--- src/rtl/mdio_mgmt_pkg.sv ---
package mdio_mgmt_pkg;
   localparam int unsigned ADDR_W = 5;
   localparam int unsigned DATA_W = 16;

   typedef enum logic [1:0] {
      RA_CTRL = 2'd0,
      RA_XFER = 2'd1,
      RA_MODE = 2'd2,
      RA_PINS = 2'd3
   } reg_sel_e;

   typedef struct packed {
      logic              wr;
      logic [ADDR_W-1:0] regad;
      logic [ADDR_W-1:0] phy;
      logic [DATA_W-1:0] data;
   } xfer_t;
endpackage

--- src/rtl/mdio_in_sync.sv ---
module mdio_in_sync #(
   parameter int unsigned STAGES = 0
) (
   input  logic clk,
   input  logic rst_n,
   input  logic din,
   output logic dout
);
   generate
      if (STAGES == 0) begin : g_direct
         assign dout = din;
      end else begin : g_chain
         logic [STAGES-1:0] chain;
         always_ff @(posedge clk or negedge rst_n) begin
            if (!rst_n) chain <= '1;
            else if (STAGES == 1) chain <= din;
            else chain <= {chain[STAGES-2:0], din};
         end
         assign dout = chain[STAGES-1];
      end
   endgenerate
endmodule

--- src/rtl/mdio_frame_eng.sv ---
module mdio_frame_eng
   import mdio_mgmt_pkg::*;
#(
   parameter int unsigned PRE_LEN = 32,
   parameter int unsigned DIV_W   = 16
) (
   input  logic              clk,
   input  logic              rst_n,
   input  logic              start,
   input  xfer_t             xfer,
   input  logic [DIV_W-1:0]  div,
   output logic              busy,
   output logic              done,
   output logic              mdc,
   output logic              mdo,
   output logic              moe,
   input  logic              mdi,
   output logic              ack,
   output logic [DATA_W-1:0] rdata
);
   localparam int unsigned FLEN  = PRE_LEN + 32;
   localparam int unsigned IDX_W = $clog2(FLEN);
   localparam int unsigned TA1   = PRE_LEN + 14;
   localparam int unsigned TA2   = PRE_LEN + 15;
   localparam int unsigned DSTRT = PRE_LEN + 16;
   localparam int unsigned LAST  = FLEN - 1;

   initial begin
      assert (PRE_LEN >= 1) else $error("preamble length must be at least 1");
      assert (DIV_W >= 1 && DIV_W <= 16) else $error("divider width out of range");
   end

   logic [DIV_W:0]   eff, half, ph;
   logic [IDX_W-1:0] idx;
   logic [FLEN-1:0]  sh, load;
   logic             wr_q;

   assign eff  = (div == '0) ? (DIV_W+1)'(1) : {1'b0, div};
   assign half = (eff + (DIV_W+1)'(1)) >> 1;

   assign load = {{PRE_LEN{1'b1}}, 2'b01,
                  xfer.wr ? 2'b01 : 2'b10,
                  xfer.phy, xfer.regad,
                  xfer.wr ? 2'b10 : 2'b11,
                  xfer.wr ? xfer.data : {DATA_W{1'b1}}};

   always_ff @(posedge clk or negedge rst_n) begin
      if (!rst_n) begin
         busy  <= 1'b0;
         done  <= 1'b0;
         idx   <= '0;
         ph    <= '0;
         sh    <= '1;
         wr_q  <= 1'b0;
         ack   <= 1'b0;
         rdata <= '0;
      end else begin
         done <= 1'b0;
         if (start && !busy) begin
            busy  <= 1'b1;
            idx   <= '0;
            ph    <= '0;
            sh    <= load;
            wr_q  <= xfer.wr;
            ack   <= 1'b0;
            rdata <= '0;
         end else if (busy) begin
            if (ph == half) begin
               if (idx == IDX_W'(TA2)) ack <= ~mdi;
               if (idx >= IDX_W'(DSTRT)) rdata <= {rdata[DATA_W-2:0], mdi};
            end
            if (ph == eff) begin
               ph <= '0;
               if (idx == IDX_W'(LAST)) begin
                  busy <= 1'b0;
                  done <= 1'b1;
               end else begin
                  idx <= idx + IDX_W'(1);
                  sh  <= {sh[FLEN-2:0], 1'b1};
               end
            end else begin
               ph <= ph + (DIV_W+1)'(1);
            end
         end
      end
   end

   assign mdc = busy && (ph >= half);
   assign mdo = sh[FLEN-1];
   assign moe = busy && (wr_q || (idx < IDX_W'(TA1)));

   // the data pin holds its value while the clock is high
   p_mdo_hold_r10: assert property (@(posedge clk) disable iff (!rst_n)
      (busy && mdc && $past(busy) && $past(mdc)) |-> $stable(mdo));
endmodule

--- src/rtl/mdio_mgmt_master.sv ---
module mdio_mgmt_master
   import mdio_mgmt_pkg::*;
#(
   parameter int unsigned        PRE_LEN   = 32,
   parameter int unsigned        DIV_W     = 16,
   parameter int unsigned        SYNC_STGS = 0,
   parameter logic [DIV_W-1:0]   DIV_RST   = DIV_W'(9)
) (
   input  logic        clk,
   input  logic        rst_n,
   input  logic        reg_wr,
   input  logic [1:0]  reg_addr,
   input  logic [31:0] reg_wdata,
   output logic [31:0] reg_rdata,
   output logic        mdc,
   output logic        mdio_o,
   output logic        mdio_oe,
   input  logic        mdio_i
);
   logic              en_r, man_r, go_r, ack_r;
   logic [DIV_W-1:0]  div_r;
   logic [2:0]        pin_r;
   xfer_t             xf_r;
   logic              e_busy, e_done, e_mdc, e_mdo, e_moe, e_ack, mdi_s, start;
   logic [DATA_W-1:0] e_rdata;
   logic              idle;
   logic              unused_wbits;

   assign unused_wbits = ^reg_wdata[29:26];

   mdio_in_sync #(.STAGES(SYNC_STGS)) u_sync (
      .clk(clk), .rst_n(rst_n), .din(mdio_i), .dout(mdi_s));

   assign start = go_r && en_r && !man_r && !e_busy && !e_done;

   mdio_frame_eng #(.PRE_LEN(PRE_LEN), .DIV_W(DIV_W)) u_eng (
      .clk(clk), .rst_n(rst_n), .start(start), .xfer(xf_r), .div(div_r),
      .busy(e_busy), .done(e_done), .mdc(e_mdc), .mdo(e_mdo), .moe(e_moe),
      .mdi(mdi_s), .ack(e_ack), .rdata(e_rdata));

   always_ff @(posedge clk or negedge rst_n) begin
      if (!rst_n) begin
         en_r  <= 1'b0;
         man_r <= 1'b0;
         go_r  <= 1'b0;
         ack_r <= 1'b0;
         div_r <= DIV_RST;
         pin_r <= 3'b000;
         xf_r  <= '0;
      end else begin
         if (e_done) begin
            go_r <= 1'b0;
            if (!xf_r.wr) begin
               xf_r.data <= e_rdata;
               ack_r     <= e_ack;
            end
         end
         if (reg_wr) begin
            unique case (reg_sel_e'(reg_addr))
               RA_CTRL: begin
                  en_r  <= reg_wdata[30];
                  div_r <= reg_wdata[DIV_W-1:0];
               end
               RA_XFER: if (!go_r) begin
                  go_r  <= reg_wdata[31];
                  ack_r <= 1'b0;
                  xf_r  <= '{wr: reg_wdata[30], regad: reg_wdata[25:21],
                             phy: reg_wdata[20:16], data: reg_wdata[15:0]};
               end
               RA_MODE: man_r <= reg_wdata[31];
               RA_PINS: pin_r <= reg_wdata[2:0];
               default: ;
            endcase
         end
      end
   end

   assign idle = !en_r && !e_busy;

   always_comb begin
      unique case (reg_sel_e'(reg_addr))
         RA_CTRL: reg_rdata = {idle, en_r, 30'(div_r)};
         RA_XFER: reg_rdata = {go_r, xf_r.wr, ack_r, 3'b000,
                               xf_r.regad, xf_r.phy, xf_r.data};
         RA_MODE: reg_rdata = {man_r, 31'd0};
         RA_PINS: reg_rdata = {29'd0, pin_r[2:1], mdi_s};
         default: reg_rdata = '0;
      endcase
   end

   assign mdc     = man_r ? pin_r[2] : e_mdc;
   assign mdio_oe = man_r ? pin_r[1] : e_moe;
   assign mdio_o  = man_r ? pin_r[0] : e_mdo;

   // a running frame keeps the start bit high
   p_go_held_r5: assert property (@(posedge clk) disable iff (!rst_n)
      e_busy |-> go_r);
   // a completed frame clears the start bit on the next cycle
   p_done_clears_r5: assert property (@(posedge clk) disable iff (!rst_n)
      e_done |=> !go_r);
   // writes while the start bit is set leave the transfer fields alone
   p_busy_write_ignored_r6: assert property (@(posedge clk) disable iff (!rst_n)
      (reg_wr && reg_addr == 2'd1 && go_r && !e_done) |=> ($stable(xf_r) && go_r));
   // a disabled, quiet engine stays quiet
   p_off_stays_idle_r9: assert property (@(posedge clk) disable iff (!rst_n)
      (!en_r && !e_busy) |=> !e_busy);
   // a frame only begins from an enabled, non-bypass state
   p_start_needs_en_r9: assert property (@(posedge clk) disable iff (!rst_n)
      $rose(e_busy) |-> ($past(en_r) && !$past(man_r)));
endmodule

--- config.mk ---
export PLATFORM = sky130hd
export DESIGN_NAME = mdio_mgmt_master
export DESIGN_NICKNAME = d
export VERILOG_FILES = /design/src/rtl/mdio_mgmt_pkg.sv /design/src/rtl/mdio_in_sync.sv /design/src/rtl/mdio_frame_eng.sv /design/src/rtl/mdio_mgmt_master.sv
export SDC_FILE = /design/constraint.sdc
export NUM_CORES = 1
export LEC_CHECK = 0
export ABC_CLOCK_PERIOD_IN_PS = 4830
export BUFFER_PORTS_ARGS = -buffer_cell sky130_fd_sc_hd__buf_2
export CORE_MARGIN = 3
export CORE_UTILIZATION = 59
export DETAILED_ROUTE_END_ITERATION = 10
export PLACE_DENSITY = 0.84
export RECOVER_POWER = 25
export SLEW_MARGIN = 20
export SYNTH_ARGS = -nofsm -noshare
export SYNTH_HDL_FRONTEND = slang
export SYNTH_SLANG_ARGS = --single-unit
--- constraint.sdc ---
create_clock -name clk -period 4.83 [get_ports clk]
set_input_delay 0.483 -clock clk [delete_from_list [all_inputs] [get_ports clk]]
set_output_delay 0.483 -clock clk [all_outputs]
set_load 0.005 [all_outputs]
# Word-level counts from Yosys, hierarchy flattened
# Index checks and enable logic that the tools add are counted.
# Widths: inputs -> output; s select.
# totals
register_bits	157
out_inout_bits	35
wordCells	110
# op_classes
addsub	3
magnitude_cmp	3
eq_ne	8
n_mux	49
n_bitwise	2
reduce_logical	27
# ops
op	count
$mux 64	4
$mux 16	11
$pmux 32 s4	1
$mux 17	3
$add 17x1->17 const B	2
$mux 1	25
$mux 6	4
$eq 17x16->1	1
$eq 17x17->1	1
$ge 17x16->1	1
$logic_not 16->1	1
$eq 6x6->1 const B	2
$reduce_and 3->1	4
$reduce_bool 2->1	5
$logic_and 1x1->1	8
$add 6x1->6 const B	1
$ge 6x6->1 const B	1
$lt 6x6->1 const B	1
$reduce_and 2->1	3
$eq 2x2->1 const B	2
$logic_not 1->1	4
$eq 2x1->1 const B	1
$logic_not 2->1	1
$mux 2	1
3 further kinds	4

# Longest topological paths before layout
# logic_depth
word_depth	7
ltp_mapped	17
depth_no_buf	14

# Modules after synthesis
# From an unflattened synthesis, not the netlist that was laid out.
# unflattened
hier_cells	813
hier_area_um2	8271.7
# by_module_without_submodules
mod	instances	cells_per_inst	area_each_um2	seq_area_each_um2
mdio_frame_eng	1	595	5723.0	2757.6
mdio_mgmt_master	1	217	2541.2	1253.7
mdio_in_sync	1	1	7.5	0.0

# Worst setup path before layout
# Ideal clock, no wire load.
# synth_timing
path_type	register -> register
from	register div_r[8]
to	register u_eng.rdata[14]
setup_ns	0.132
arrival_ns	3.674
path_slack_ns	1.024
path_stages_with_launch	18
cell_sequence	dfrtp_1 > buf_2 > or4_1 > nor2_1 > a31o_2 > ha_1 > and2_1 > nand2_1 > xor2_1 > ha_1 > and4_1 > nand3_1 > nor4_1 > and4_1 > buf_2 > buf_2 > mux2i_1 > nor2_1
# synth_via
elab_chain_cells	6
# synth_lines
item	line_no	text
from (decl)	mdio_mgmt_master.sv:21	logic [DIV_W-1:0] div_r;
from (signal assigned)	mdio_mgmt_master.sv:62	div_r <= reg_wdata[DIV_W-1:0];
$logic_not 16->1	mdio_frame_eng.sv:38	assign eff = (div == '0) ? (DIV_W+1)'(1) : {1'b0, div};
$mux 16 *	mdio_frame_eng.sv:38	
$add 17x1->17 *	mdio_frame_eng.sv:39	assign half = (eff + (DIV_W+1)'(1)) >> 1;
$eq 17x16->1 *	mdio_frame_eng.sv:68	if (ph == half) begin
$reduce_bool 2->1 (no line) *	-	
$reduce_and 3->1 (no line) *	-	
to (signal assigned)	mdio_frame_eng.sv:70	if (idx >= IDX_W'(DSTRT)) rdata <= {rdata[DATA_W-2:0], mdi};
to (decl)	mdio_frame_eng.sv:19	output logic [DATA_W-1:0] rdata
# Every way passes the cells marked *; elsewhere a longest branch is shown, timed or not.
# A chain may end at the register's enable or synchronous reset.

# Final worst setup path
# layout_timing
from	register div_r[14]
to	output port mdc
# layout_via
elab_chain_cells	6
# layout_lines
item	line_no	text
$logic_not 16->1	mdio_frame_eng.sv:38	
$mux 16 *	mdio_frame_eng.sv:38	
$add 17x1->17 *	mdio_frame_eng.sv:39	
$ge 17x16->1 *	mdio_frame_eng.sv:88	assign mdc = busy && (ph >= half);
$logic_and 1x1->1 *	mdio_frame_eng.sv:88	
$mux 1 *	mdio_mgmt_master.sv:91	assign mdc = man_r ? pin_r[2] : e_mdc;
to (decl)	mdio_mgmt_master.sv:15	output logic mdc,
# Marked as above.

==> out/results.ini <==
[status]
status=finished with violations
violations=capacitance limit, slew limit

[critical_path]
end_kind=output pin
crit_family=simple AND/OR/NAND/NOR gates
worst-path-buf-inv=1
cp-start-kind=flip-flop
crit_type=reg2out
crit_path_cell_trace=or4_1 -> nor2_2 -> a31o_2 -> ha_2 -> and2_1 -> nand2_1 -> xor2_1 -> ha_1 -> and4_1 -> nand3_1 -> nor4_4 -> a2111oi_1 -> o311ai_1 -> buf_2
required_ps=4350
cp_max_fo=6
arrival_ps=4080
slowest_stage=or4_1
cpPeakStageDelay_ps=550

[synth]
synthArstFlopShare_pct=100
avgSynthCellArea_um2=10.3
yosys.area.top_type=dfrtp_1
syn_inst=801
yosys.area.top_type_share_pct=27.7
synth-main-ff-cell=dfrtp_1
netlist_top_cells_count=91 x dfrtp_1, 74 x nor2_1, 73 x nand2_1
synthTopCellsByArea=dfrtp_1 28%, dfstp_2 21%, mux2_2 7.9%
muxShareOfSynthArea_pct=12.8
synth_edf_count=0
synth-seq-cells=157
synth_top_family_by_area=simple AND/OR/NAND/NOR gates
yosys.area_share.xor_xnor_pct=3.41
ys_seq_area_share_pct=48.7
synth_most_common_cell=dfrtp_1
ys_types=53
synth_adder_area_share_pct=2.89
synthSimpleGateAreaFrac_pct=13.9
synthesis.area_um2=8230
synth_compound_area_share_pct=13.1
ys.warnings.count=0

[power_and_ir_drop]
peakVddDrop_mv=0.326
comb_power_share_pct=17.3
power_density_nw_per_um2=412
power_switching_mw=1.08
switching_share_pct=28.4
p_clk_share_pct=34.7
seq_power_share_pct=47.9
power_leakage_nw=4.10
internal_power_mw=2.71

[sta]
final.period_utilization_pct=94.6
timing.final.ws_setup_ps=263
finalClockSkew_ps=6.48
worstMarginPinSlew_ps=3760
hold_ws_ps=286
slew_viol_final=88
slew_headroom_pct=-151
hold_viol=0
setup_violations=0
min_period_ps=4570
clock.fmax_mhz=219

[die]
initial_core_util_pct=61.2
ios=73
die_x_um=124
core-area_um2=13500
die_h_um=124
die-area_um2=15400
rows=42

[finish]
postLayoutCellArea_um2=9200
area_delta_synth_final_pct=11.8
nNetsFinal=888
diodes=0
seq_area_um2=4020
multi_input_area_um2=3840
fillers=1015
drive_above_1_share_pct=29.6
stdcell_count=1020

[clock_tree]
cts_buffers=17
cts_hold_buf=0
clock_sinks=157
cts_tree=done
htreeDepth=4
cts_buffer_depth=2
clockRootBuffer=clkbuf_16
cts.clk_slew.worst_paths_ps=70
clock_latency_ps=420

[routing]
route.detailed.drc=0
dr.pass1.iters=5
routedWlPerCell_um=18.1
drt_iter0_drc=467
postRouteAntennaNets=0
routed_wl_mm=18.5
avgViaCountPerCell=6.04
vias=6158

[place]
placed_cell_area_um2=8580
dp_slack_ps=424
placedCellCount=988
port_buffers=65
place_congestion=0.910
dp_hpwl_mm=12.4

[run]
maxCapViolations=1

[global_routing]
grt_usage_pct=25.5
grt_pass1_wl_mm=30.5
grt_max_degree=88
grt_pass1_vias=6089
antenna_found_initial=0
overflow=0

[hold_path]
hold_path_class=in2reg

==> stage by stage <==
step | TNS [ps] | utilization (%) | power, mW
floorplan | 0 | - | 2.26
global placement | 0 | 63.8 | 2.44
global route | -11.8 | 68.4 | 3.98
detailed placement | 0 | 63.8 | 2.47
finish | 0 | 68.4 | 3.79
CTS | 0 | 68.2 | 3.80
==> power groups by stage <==
stage / combinational, mW / sequential, mW / clock (mW)
4_1_cts: 0.657 / 1.81 / 1.33
6_report: 0.657 / 1.82 / 1.32
2_1_floorplan: 0.537 / 1.73 / 0
5_1_grt: 0.739 / 1.84 / 1.39
3_5_place_dp: 0.646 / 1.83 / 0
3_3_place_gp: 0.621 / 1.82 / 0
==> layout make-up <==
| class | instances | area share (%) |
|---|---|---|
| clock buffer | 20 | 4.97 |
| clock inverter | 12 | 1.36 |
| inverter | 32 | 1.31 |
| multi-input combinational | 547 | 41.8 |
| sequential | 157 | 43.7 |
| tap | 176 | 2.39 |
| timing repair buffer | 76 | 4.46 |
==> worst register-to-register path: stages (launching register included) <==
cell and delay [ps]:
dfrtp_2 460, or4_1 560, nor2_2 200, a31o_2 200, ha_2 230, and2_1 170, nand2_1 90, xor2_1 150
ha_1 300, and4_1 190, nand3_1 120, nor4_4 340, buf_4 180, and4_1 620, mux2i_1 290, nor2_1 60
==> cells in the final DEF, fill, tap and decap left out, types with 18 or more instances in the layout <==
master	instances
o22a_1	35
nor2_1	72
a31oi_1	25
nand3_1	31
mux2_2	58
dfstp_2	66
inv_1	32
a21oi_1	18
dfrtp_1	85
mux2i_1	38
ha_1	18
o21ai_0	29
buf_2	63
xor2_1	27
nand2_1	73
==> kinds of logic (layout without fill, tap and decap cells) <==
family                     count (synthesis)  in the layout
AOI/OAI and AO/OA                        152            152
xor gates and xnor gates                  32             32
adders and majority gates                 19             19
buffers and inverters                     99            140
DFF                                      157            157
muxes                                     98             98
other                                      1              3
and+or+nand+nor                          243            243
==> sequential cells by signal (all words and copies together), names as in the netlist, 3 cells and up <==
name,flops
div_r,16
pin_r,3
u_eng.idx,6
u_eng.ph,17
u_eng.rdata,16
u_eng.sh,64
xf_r,27
==> metal layers <==
layer	part of all wire [%]	track usage, %	vias up
met1	43	32.6	3024
met4	2.3	9.38	0
met3	5.6	6.27	36
met2	49	42.1	207
met5	0	0	-
li1	-	-	2891
==> path summary, 6_finish.rpt <==
| kind | from | end | slack [ps] | depth (start not counted) |
|---|---|---|---|---|
| worst max register to register | div_r[14]$_DFFE_PN0P_ | u_eng.rdata[10]$_DFFE_PN0P_ | 550 | 15 |
| worst min-delay path | reg_wdata[14] | xf_r[14]$_DFF_PN0_ | 290 | 3 |
| worst max-delay path | div_r[14]$_DFFE_PN0P_ | mdc | 260 | 14 |
| min in group asynchronous | rst_n | u_eng.ph[14]$_DFFE_PN0P_ | 1520 | 1 |
| worst min register to register | u_eng.sh[30]$_DFFE_PN1P_ | u_eng.sh[31]$_DFFE_PN1P_ | 480 | 2 |
| max in group asynchronous | rst_n | div_r[7]$_DFFE_PN0P_ | 930 | 1 |
==> timing repair <==
action / CTS / global route
resized for setup: 1 / 12
buffers inserted: 0 / 0
pin swaps: 0 / 1
endpoints found under the setup margin: 1 / 1
(Power assumes the default switching activity.)
